===== config.mk =====
export PLATFORM = sky130hd
export DESIGN_NAME = seg_ea_gen
export DESIGN_NICKNAME = d
export VERILOG_FILES = /design/src/rtl/seg_ea_pkg.sv /design/src/rtl/seg_ea_operand_sel.sv /design/src/rtl/seg_ea_seg_pick.sv /design/src/rtl/seg_ea_phys.sv /design/src/rtl/seg_ea_gen.sv
export SDC_FILE = /design/constraint.sdc
export NUM_CORES = 1
export LEC_CHECK = 0
export BUFFER_PORTS_ARGS = -buffer_cell sky130_fd_sc_hd__buf_4
export CAP_MARGIN = 20
export CORE_MARGIN = 4
export CORE_UTILIZATION = 47
export CTS_BUF_LIST = sky130_fd_sc_hd__clkbuf_2 sky130_fd_sc_hd__clkbuf_4 sky130_fd_sc_hd__clkbuf_8
export DETAILED_ROUTE_END_ITERATION = 7
export GPL_TIMING_DRIVEN = 0
export PLACE_DENSITY = 0.75
export SLEW_MARGIN = 20
export SYNTH_ARGS = -nofsm -noshare
export SYNTH_HDL_FRONTEND = slang
export SYNTH_SLANG_ARGS = --single-unit
export TNS_END_PERCENT = 30

===== constraint.sdc =====
create_clock -name clk -period 5.98 [get_ports clk]
set_clock_uncertainty 0.2 [all_clocks]
set_input_delay 0.299 -clock clk [delete_from_list [all_inputs] [get_ports clk]]
set_output_delay 0.299 -clock clk [all_outputs]
set_load 0.01 [all_outputs]

===== src/rtl/seg_ea_pkg.sv =====
package seg_ea_pkg;

    typedef enum logic [2:0] {
        AM_DIRECT       = 3'd0,
        AM_REG_IND      = 3'd1,
        AM_BASE_IDX     = 3'd2,
        AM_REG_REL      = 3'd3,
        AM_BASE_REL_IDX = 3'd4
    } amode_e;

    typedef enum logic [1:0] {
        SEG_ES   = 2'd0,
        SEG_SS   = 2'd1,
        SEG_DS   = 2'd2,
        SEG_RSVD = 2'd3
    } seg_e;

    // Pointer codes for single-register forms
    localparam logic [1:0] PTR_BX = 2'd0;
    localparam logic [1:0] PTR_BP = 2'd1;

    typedef struct packed {
        logic use_single;
        logic use_base;
        logic use_index;
        logic use_disp;
    } term_en_t;

    function automatic logic mode_legal(input logic [2:0] m);
        return m <= 3'(AM_BASE_REL_IDX);
    endfunction

    function automatic term_en_t decode_terms(input logic [2:0] m);
        term_en_t t;
        t = '0;
        case (m)
            3'(AM_DIRECT):       t.use_disp   = 1'b1;
            3'(AM_REG_IND):      t.use_single = 1'b1;
            3'(AM_BASE_IDX):     begin t.use_base = 1'b1; t.use_index = 1'b1; end
            3'(AM_REG_REL):      begin t.use_single = 1'b1; t.use_disp = 1'b1; end
            3'(AM_BASE_REL_IDX): begin t.use_base = 1'b1; t.use_index = 1'b1; t.use_disp = 1'b1; end
            default:             t = '0;
        endcase
        return t;
    endfunction

endpackage


===== src/rtl/seg_ea_operand_sel.sv =====
module seg_ea_operand_sel
    import seg_ea_pkg::*;
#(
    parameter int OFS_W   = 16,
    parameter int SHORT_W = 8
) (
    input  logic             clk,
    input  logic             rst,
    input  logic [2:0]       mode,
    input  logic [1:0]       reg_sel,
    input  logic [OFS_W-1:0] bx,
    input  logic [OFS_W-1:0] bp,
    input  logic [OFS_W-1:0] si,
    input  logic [OFS_W-1:0] di,
    input  logic [OFS_W-1:0] disp,
    input  logic             disp_short,
    output logic [OFS_W-1:0] offset,
    output logic             uses_bp
);
    localparam int EXT_W = OFS_W - SHORT_W;

    logic [OFS_W-1:0] disp_ext;
    logic [OFS_W-1:0] ptr [4];
    logic [OFS_W-1:0] single_reg, base_reg, index_reg;
    logic [OFS_W-1:0] t_single, t_base, t_index, t_disp;
    term_en_t         en;

    generate
        if (EXT_W > 0) begin : g_sext
            assign disp_ext = disp_short ? {{EXT_W{disp[SHORT_W-1]}}, disp[SHORT_W-1:0]} : disp;
        end else begin : g_nosext
            assign disp_ext = disp;
        end
    endgenerate

    assign ptr[0] = bx;
    assign ptr[1] = bp;
    assign ptr[2] = si;
    assign ptr[3] = di;

    always_comb begin
        en         = decode_terms(mode);
        single_reg = ptr[reg_sel];
        base_reg   = reg_sel[1] ? bp : bx;
        index_reg  = reg_sel[0] ? di : si;
        t_single   = en.use_single ? single_reg : '0;
        t_base     = en.use_base   ? base_reg   : '0;
        t_index    = en.use_index  ? index_reg  : '0;
        t_disp     = en.use_disp   ? disp_ext   : '0;
        offset     = t_single + t_base + t_index + t_disp;
        uses_bp    = (en.use_single && (reg_sel == PTR_BP)) || (en.use_base && reg_sel[1]);
    end

    AST_SINGLE_PTR_TERM: assert property (@(posedge clk) disable iff (rst)
        (mode == 3'(AM_REG_IND)) |-> (offset == bx || offset == bp || offset == si || offset == di));

    AST_DIRECT_NO_BP: assert property (@(posedge clk) disable iff (rst)
        (mode == 3'(AM_DIRECT)) |-> !uses_bp);

endmodule


===== src/rtl/seg_ea_seg_pick.sv =====
module seg_ea_seg_pick
    import seg_ea_pkg::*;
#(
    parameter int SEG_W = 16
) (
    input  logic             clk,
    input  logic             rst,
    input  logic             uses_bp,
    input  logic             ovr_en,
    input  logic [1:0]       ovr_code,
    input  logic [SEG_W-1:0] ds,
    input  logic [SEG_W-1:0] ss,
    input  logic [SEG_W-1:0] es,
    output logic [1:0]       seg_code,
    output logic [SEG_W-1:0] seg_val
);
    logic ovr_ok;

    always_comb begin
        ovr_ok = ovr_en && (ovr_code != 2'(SEG_RSVD));
        if (ovr_ok)       seg_code = ovr_code;
        else if (uses_bp) seg_code = 2'(SEG_SS);
        else              seg_code = 2'(SEG_DS);
        case (seg_code)
            2'(SEG_ES): seg_val = es;
            2'(SEG_SS): seg_val = ss;
            default:    seg_val = ds;
        endcase
    end

    AST_BP_DEFAULTS_SS: assert property (@(posedge clk) disable iff (rst)
        (!(ovr_en && ovr_code != 2'(SEG_RSVD)) && uses_bp) |-> (seg_code == 2'(SEG_SS)));

    AST_OVERRIDE_WINS: assert property (@(posedge clk) disable iff (rst)
        (ovr_en && ovr_code != 2'(SEG_RSVD)) |-> (seg_code == ovr_code));

    AST_NEVER_RSVD_SEG: assert property (@(posedge clk) disable iff (rst)
        seg_code != 2'(SEG_RSVD));

endmodule


===== src/rtl/seg_ea_phys.sv =====
module seg_ea_phys #(
    parameter int OFS_W     = 16,
    parameter int SEG_SHIFT = 4,
    parameter int PHYS_W    = OFS_W + SEG_SHIFT
) (
    input  logic [OFS_W-1:0]  seg_val,
    input  logic [OFS_W-1:0]  offset,
    output logic [PHYS_W-1:0] phys
);
    logic [PHYS_W-1:0] seg_base;
    logic [PHYS_W-1:0] ofs_wide;

    always_comb begin
        seg_base = {seg_val, {SEG_SHIFT{1'b0}}};
        ofs_wide = {{SEG_SHIFT{1'b0}}, offset};
        phys     = seg_base + ofs_wide;
    end

endmodule


===== src/rtl/seg_ea_gen.sv =====
module seg_ea_gen
    import seg_ea_pkg::*;
#(
    parameter int OFS_W     = 16,
    parameter int SHORT_W   = 8,
    parameter int SEG_SHIFT = 4
) (
    input  logic                       clk,
    input  logic                       rst,
    input  logic                       in_valid,
    input  logic [2:0]                 in_mode,
    input  logic [1:0]                 in_reg_sel,
    input  logic [OFS_W-1:0]           in_disp,
    input  logic                       in_disp_short,
    input  logic [OFS_W-1:0]           in_bx,
    input  logic [OFS_W-1:0]           in_bp,
    input  logic [OFS_W-1:0]           in_si,
    input  logic [OFS_W-1:0]           in_di,
    input  logic [OFS_W-1:0]           in_ds,
    input  logic [OFS_W-1:0]           in_ss,
    input  logic [OFS_W-1:0]           in_es,
    input  logic                       in_ovr_en,
    input  logic [1:0]                 in_ovr_seg,
    output logic                       out_valid,
    output logic [OFS_W-1:0]           out_offset,
    output logic [1:0]                 out_seg,
    output logic [OFS_W-1:0]           out_seg_val,
    output logic [OFS_W+SEG_SHIFT-1:0] out_phys
);
    localparam int PHYS_W = OFS_W + SEG_SHIFT;

    logic [OFS_W-1:0]  ofs_c;
    logic              bp_c;
    logic [1:0]        seg_c;
    logic [OFS_W-1:0]  segv_c;
    logic [PHYS_W-1:0] phys_c;
    logic              accept;

    seg_ea_operand_sel #(.OFS_W(OFS_W), .SHORT_W(SHORT_W)) u_ops (
        .clk        (clk),
        .rst        (rst),
        .mode       (in_mode),
        .reg_sel    (in_reg_sel),
        .bx         (in_bx),
        .bp         (in_bp),
        .si         (in_si),
        .di         (in_di),
        .disp       (in_disp),
        .disp_short (in_disp_short),
        .offset     (ofs_c),
        .uses_bp    (bp_c)
    );

    seg_ea_seg_pick #(.SEG_W(OFS_W)) u_seg (
        .clk      (clk),
        .rst      (rst),
        .uses_bp  (bp_c),
        .ovr_en   (in_ovr_en),
        .ovr_code (in_ovr_seg),
        .ds       (in_ds),
        .ss       (in_ss),
        .es       (in_es),
        .seg_code (seg_c),
        .seg_val  (segv_c)
    );

    seg_ea_phys #(.OFS_W(OFS_W), .SEG_SHIFT(SEG_SHIFT), .PHYS_W(PHYS_W)) u_phys (
        .seg_val (segv_c),
        .offset  (ofs_c),
        .phys    (phys_c)
    );

    assign accept = in_valid && mode_legal(in_mode);

    always_ff @(posedge clk) begin
        if (rst) begin
            out_valid   <= 1'b0;
            out_offset  <= '0;
            out_seg     <= '0;
            out_seg_val <= '0;
            out_phys    <= '0;
        end else begin
            out_valid <= accept;
            if (accept) begin
                out_offset  <= ofs_c;
                out_seg     <= seg_c;
                out_seg_val <= segv_c;
                out_phys    <= phys_c;
            end
        end
    end

    AST_ACCEPT_GIVES_VALID: assert property (@(posedge clk) disable iff (rst)
        accept |=> out_valid);

    AST_RSVD_NO_VALID: assert property (@(posedge clk) disable iff (rst)
        (in_valid && !mode_legal(in_mode)) |=> !out_valid);

    AST_IDLE_HOLDS: assert property (@(posedge clk) disable iff (rst)
        !accept |=> ($stable(out_offset) && $stable(out_phys) && $stable(out_seg)));

    AST_DIRECT_DISP: assert property (@(posedge clk) disable iff (rst)
        (accept && in_mode == 3'(AM_DIRECT) && !in_disp_short) |=> (out_offset == $past(in_disp)));

    AST_PHYS_LOW_BITS: assert property (@(posedge clk) disable iff (rst)
        out_valid |-> (out_phys[SEG_SHIFT-1:0] == out_offset[SEG_SHIFT-1:0]));

endmodule


**Word level (Yosys, flattened, before mapping)**

Cells that the tools add are included.

- Flip-flop bits (word level): 55
- Input bits: 140
- Output and inout port bits: 55
- Logic and storage cells: 45

- $add $sub $neg: 4
- $lt $le $gt $ge: 2
- Equal/unequal tests: 7
- Mux-type cells: 16
- Bitwise logic cells: 1
- Reduce and logical (&&, ||, !) cells: 10

Operators with widths:

| kind | count |
|---|---|
| $mux W16 | 9 |
| $add A16 B16 Y16 | 3 |
| $bmux W16 S2 | 1 |
| $pmux W16 S2 | 1 |
| $add A20 B16 Y20 | 1 |
| $eq A3 B2 Y1 const B | 2 |
| $mux W2 | 3 |
| $eq A2 B1 Y1 const B | 2 |
| $logic_and A1 B1 Y1 | 4 |
| $reduce_or A2 Y1 | 2 |
| $eq A3 B1 Y1 const B | 1 |
| $eq A3 B3 Y1 const B | 1 |
| $ge A3 B3 Y1 const B | 1 |
| $le A3 B3 Y1 const B | 1 |
| $logic_not A3 Y1 | 1 |
| $not A2 Y3 | 1 |
| $reduce_or A3 Y1 | 1 |
| $logic_not A2 Y1 | 1 |
| $mux W1 | 2 |
| $ne A2 B2 Y1 const B | 1 |
| $logic_or A1 B1 Y1 | 1 |

**Depth between registers and ports, before layout**

- Depth in word-level cells: 10
- Mapped depth: 26

**Cells and area by module**

A second synthesis with hierarchy kept.

- Cell total of the unflattened synthesis: 730
- Area total of the unflattened synthesis: 6314.8 um2

Modules (own cells, without submodules):

| module | instances | cells an instance | area each (um2) | sequential area each (um2) |
|---|---|---|---|---|
| seg_ea_gen | 1 | 249 | 2617.5 | 1101.1 |
| seg_ea_operand_sel | 1 | 330 | 2562.5 | 0.0 |
| seg_ea_phys | 1 | 110 | 802.0 | 0.0 |
| seg_ea_seg_pick | 1 | 41 | 332.8 | 0.0 |

**Worst setup path after synthesis**

OpenSTA, ideal clock, no wires.

- Path kind: input -> register
- From: in in_reg_sel[0]
- To: reg out_phys[17]
- Arrival: 5.761 ns
- Data required time: 5.710 ns
- Path slack: -0.051 ns
- Stages: 24
- Path buffers: 3
- Path through: buf_2 buf_1 clkbuf_1 mux2i_1 nor2_1 fa_1 inv_1 fa_1 inv_1 ha_1 nor2b_1 o31a_1 o21a_1 o41ai_2 o21ai_0 o21a_1 nor2_1 xnor2_1 ha_1 or2_2 a211oi_1 a21oi_1 o41ai_2 o2bb2ai_1

- Longest elaborated chain between the ends: 9
- Elaborated cells between the ends (all ways): 19

RTL lines:

| item | line | RTL |
|---|---|---|
| start: declaration | seg_ea_gen.sv:12 | `input logic [1:0] in_reg_sel,` |
| $not A2 Y3 (implied by the code) | seg_ea_operand_sel.sv:43 | `single_reg = ptr[reg_sel];` |
| $bmux W16 S2 | seg_ea_operand_sel.sv:43 |  |
| $mux W16 (implied by the code) (2 in series) | seg_ea_operand_sel.sv:43 |  |
| $mux W16 | seg_ea_operand_sel.sv:46 | `t_single = en.use_single ? single_reg : '0;` |
| $add A16 B16 Y16 | seg_ea_operand_sel.sv:50 | `offset = t_single + t_base + t_index + t_disp;` |
| $add A16 B16 Y16 * (2 in series) | seg_ea_operand_sel.sv:50 |  |
| via ofs_c[15] | seg_ea_gen.sv:32 | `logic [OFS_W-1:0] ofs_c;` |
| $add A20 B16 Y20 * | seg_ea_phys.sv:16 | `phys = seg_base + ofs_wide;` |
| end signal: assignment | seg_ea_gen.sv:88 | `out_phys <= phys_c;` |
| end: declaration | seg_ea_gen.sv:28 | `output logic [OFS_W+SEG_SHIFT-1:0] out_phys` |

Mark *: on every way through the listed nets, which the timed path passes. The rest lies on a longest branch. The select of a mux whose other input is x is not followed.
A chain may end at the register's enable or synchronous reset.

**Worst setup path after layout**

- From: in in_mode[2]
- To: reg out_phys[17]

- Elaborated cells between the ends (all ways): 29

RTL lines:

| item | line | RTL |
|---|---|---|
| start: declaration | seg_ea_gen.sv:11 | `input logic [2:0] in_mode,` |
| $eq A3 B1 Y1, or another cell as far along | seg_ea_pkg.sv:36 | `case (m)` |
| $reduce_or A2 Y1 (no line) | - |  |
| $mux W1 or $mux W2 (tied branches) | seg_ea_pkg.sv:36 |  |
| $mux W16, on equally long branches | seg_ea_operand_sel.sv:46, seg_ea_operand_sel.sv:47 |  |
| $add A16 B16 Y16 (2 in series) | seg_ea_operand_sel.sv:50 |  |
| $add A16 B16 Y16 * | seg_ea_operand_sel.sv:50 |  |
| via ofs_c[15] | seg_ea_gen.sv:32 |  |
| $add A20 B16 Y20 * | seg_ea_phys.sv:16 |  |

Mark *: on every way through the listed nets, which the timed path passes. The rest lies on a longest branch.

==> metrics.txt <==
synthesis-to-finish area growth=33.3%; DP Area=7020 um^2; Antenna Nets Post-Route=0; vias in the first global route=5752; Clock Path Buffers=2; Period minus WS final=5.68 ns; site row count=38; RR Startpoint=out_phys[17]; design area=7210 um^2; drt drc=0; Die Footprint=13300 um^2; Tot GR Track Use=0.261; vias per cell=5.56; Logic pwr share=0.618; total gr overflow=0; CTS Hold Bufs=0; WL final=17600 um; sequential fraction of the synthesis area=0.189; CP endpoint kind=flip-flop; clock power share=0.128; clk_lat worst skew=0.30 ns; synthesis-stage register bit count=51; CTS clk-pin slew, worst paths=0.10 ns; fin crit share=0.950; Cell variety after synth=66; sw frac=0.436; CTS tree=built; Syn. warnings=0; Worst Reg-to-Reg Cells=3; PwrDens=224 nW/um^2; Final Hold Viols=0; Reg power frac=0.254; Setup WS pre-CTS=-0.816 ns; initial core utilization=0.490; Port Buf Inserts=191; synthesized cell area=5410 um^2; Fmax=0.176 GHz; # Max-Cap Violations=0; Synth async-reset ratio=0; worst r2r dst=out_phys[17]; first-pass GRT wire length=27800 um; Mapped Nets=902; core area=11000 um^2; Internal=913 uW; crit-path max FO=10; die width=115 um; Ant. Diodes=0; Final GP Congestion=0.899; NetSw=704 uW; Worst-Margin Slew=0.818 ns; status=finished clean; number of CTS-inserted buffers=5; clock sinks=51; num ports=195; Slew Viols, Final=0; Final setup viols=0; initial antenna violation count=0; Setup crit end=out_phys[17]; Synth Instances=705; CP arrival=5.73 ns; Pwr Total=1.62 mW; crit path from=in_mode[2]; max_slew headroom=0.449; Main synth FF type=dfxtp_1; Layout Nets=1100; largest net degree at the start of global routing=19; 1st-iter DRT viols=325; Critical Path RT=6.03 ns; H-tree lvl count=2; Syn Area/Cell=7.67 um^2; Hold Path Class=input pin to flip-flop; R2R setup slack=4.94 ns; final worst slack=0.301 ns; VDD IR-drop max=0.190 mV; Post-synth EDFFs=0; CP Class=input pin to flip-flop; layout cells sized above 1=0.275; die height=115 um; vias after detailed routing=5805; final setup TNS=0 ns; Pre-antenna DRT Iters=4; WL per Instance=16.9 um; Util after Layout=0.654; root buffer cell=clkbuf_8; HPWL after DPL=14900 um; Pleak=3.46 nW; crit start category=input pin
## sequential cells by signal, summed over array words and instances, names as in the netlist
| signal | count |
|---|---|
| out_offset | 16 |
| out_valid | 1 |
| out_seg_val | 16 |
| out_phys | 16 |
| out_seg | 2 |
## power groups by stage
stage	combinational (mW)	clock, mW	sequential, mW
2_1_floorplan	0.620	0	0.433
3_3_place_gp	0.940	0	0.416
3_5_place_dp	0.959	0	0.418
4_1_cts	0.971	0.211	0.411
5_1_grt	1.10	0.229	0.416
6_report	0.999	0.207	0.411
## metrics by stage
stage / std cells / hold WS (ns)
global route: 1044 / 0.211
global placement: 1036 / 0.242
floorplan: 705 / 0.276
detailed placement: 1036 / 0.251
finish: 1044 / 0.217
CTS: 1041 / 0.215
## synthesized netlist by cell type, types with 5 or more instances
| cell | n | share of area |
|---|---|---|
| nor2b_1 | 16 | 0.019 |
| o211ai_1 | 5 | 0.0069 |
| mux2i_1 | 39 | 0.072 |
| nand2_1 | 96 | 0.067 |
| nor2_1 | 85 | 0.059 |
| o22ai_1 | 11 | 0.013 |
| o21a_1 | 6 | 0.0083 |
| xor2_1 | 7 | 0.011 |
| fa_1 | 31 | 0.11 |
| nand2b_1 | 15 | 0.017 |
| and3_1 | 5 | 0.0058 |
| a211oi_1 | 17 | 0.024 |
| ha_1 | 26 | 0.060 |
| dfxtp_1 | 51 | 0.19 |
| o21ai_0 | 18 | 0.017 |
| a21oi_1 | 58 | 0.054 |
| buf_4 | 5 | 0.0069 |
| xnor2_1 | 15 | 0.024 |
| nand3_1 | 21 | 0.019 |
| inv_1 | 55 | 0.038 |
| mux2_2 | 6 | 0.012 |
| nor3_1 | 9 | 0.0083 |
| clkbuf_1 | 29 | 0.020 |
| a21o_1 | 10 | 0.014 |
## area by class of cell
| class | instances | area [um^2] |
|---|---|---|
| clock inverter | 3 | 22.5 |
| fill | 1006 | 3820 |
| timing repair buffer | 194 | 1460 |
| buffer | 35 | 164 |
| inverter | 55 | 206 |
| tap | 140 | 175 |
| sequential | 51 | 1020 |
| clock buffer | 5 | 68.8 |
| multi-input combinational | 561 | 4100 |
## cells in the final DEF (no fill, tap or decap), types with 16 or more instances in the layout
master | synthesis | routed
buf_4 | 5 | 201
nand2_1 | 96 | 96
nor2_1 | 85 | 83
a21oi_1 | 58 | 56
inv_1 | 55 | 55
dfxtp_1 | 51 | 51
mux2i_1 | 39 | 39
fa_1 | 31 | 31
ha_1 | 26 | 26
clkbuf_1 | 29 | 23
nand3_1 | 21 | 21
o21ai_0 | 18 | 16
a211oi_1 | 17 | 16
## cells by family after synthesis
kind of cell	after synthesis	synth area share
buffers and inverters	93	0.0682
muxes	45	0.0846
xor gates and xnor gates	23	0.0400
AOI/OAI and AO/OA	166	0.214
DFF	51	0.189
and+or+nand+nor	270	0.229
adders and majority gates	57	0.175
## worst min-delay path by stage
stage | cells past startpoint | to | startpoint | slack [ns]
2_1_floorplan | 2 | out_phys[7] | out_phys[7] | 0.28
4_1_cts | 4 | out_seg_val[7] | in_ds[7] | 0.22
3_5_place_dp | 2 | out_offset[8] | out_offset[8] | 0.25
5_1_grt | 4 | out_seg_val[7] | in_ds[7] | 0.21
6_report | 4 | out_seg_val[7] | in_ds[7] | 0.22
3_3_place_gp | 2 | out_seg_val[10] | out_seg_val[10] | 0.24
## critical path: stages
cell	delay, ns
buf_4	0.14
xnor2_1	0.22
or2_4	0.22
buf_1	0.42
nor2_1	0.14
fa_1	0.55
inv_1	0.05
fa_1	0.50
inv_1	0.05
ha_1	0.35
a21o_1	0.23
a21o_1	0.25
o41ai_4	0.35
o21ai_0	0.18
o21a_1	0.21
nor2_1	0.11
xnor2_1	0.18
ha_1	0.35
or2_2	0.35
a211oi_1	0.25
a21oi_1	0.09
o41ai_2	0.07
o2bb2ai_1	0.14
## what timing repair did
item                       CTS  global route
gates resized for setup      6            22
setup endpoints to repair    9             9
pin swaps                    0             2
setup buffers                0             3
## layer usage
layer | vias to the layer above | routed length [um] | global-route usage
li1 | 2818 | - | -
met1 | 2773 | 7720 | 0.360
met2 | 194 | 8560 | 0.444
met3 | 20 | 1130 | 0.0284
met4 | 0 | 200 | 0.0493
met5 | - | 0 | 0
Power figures use the tool's default switching activity.
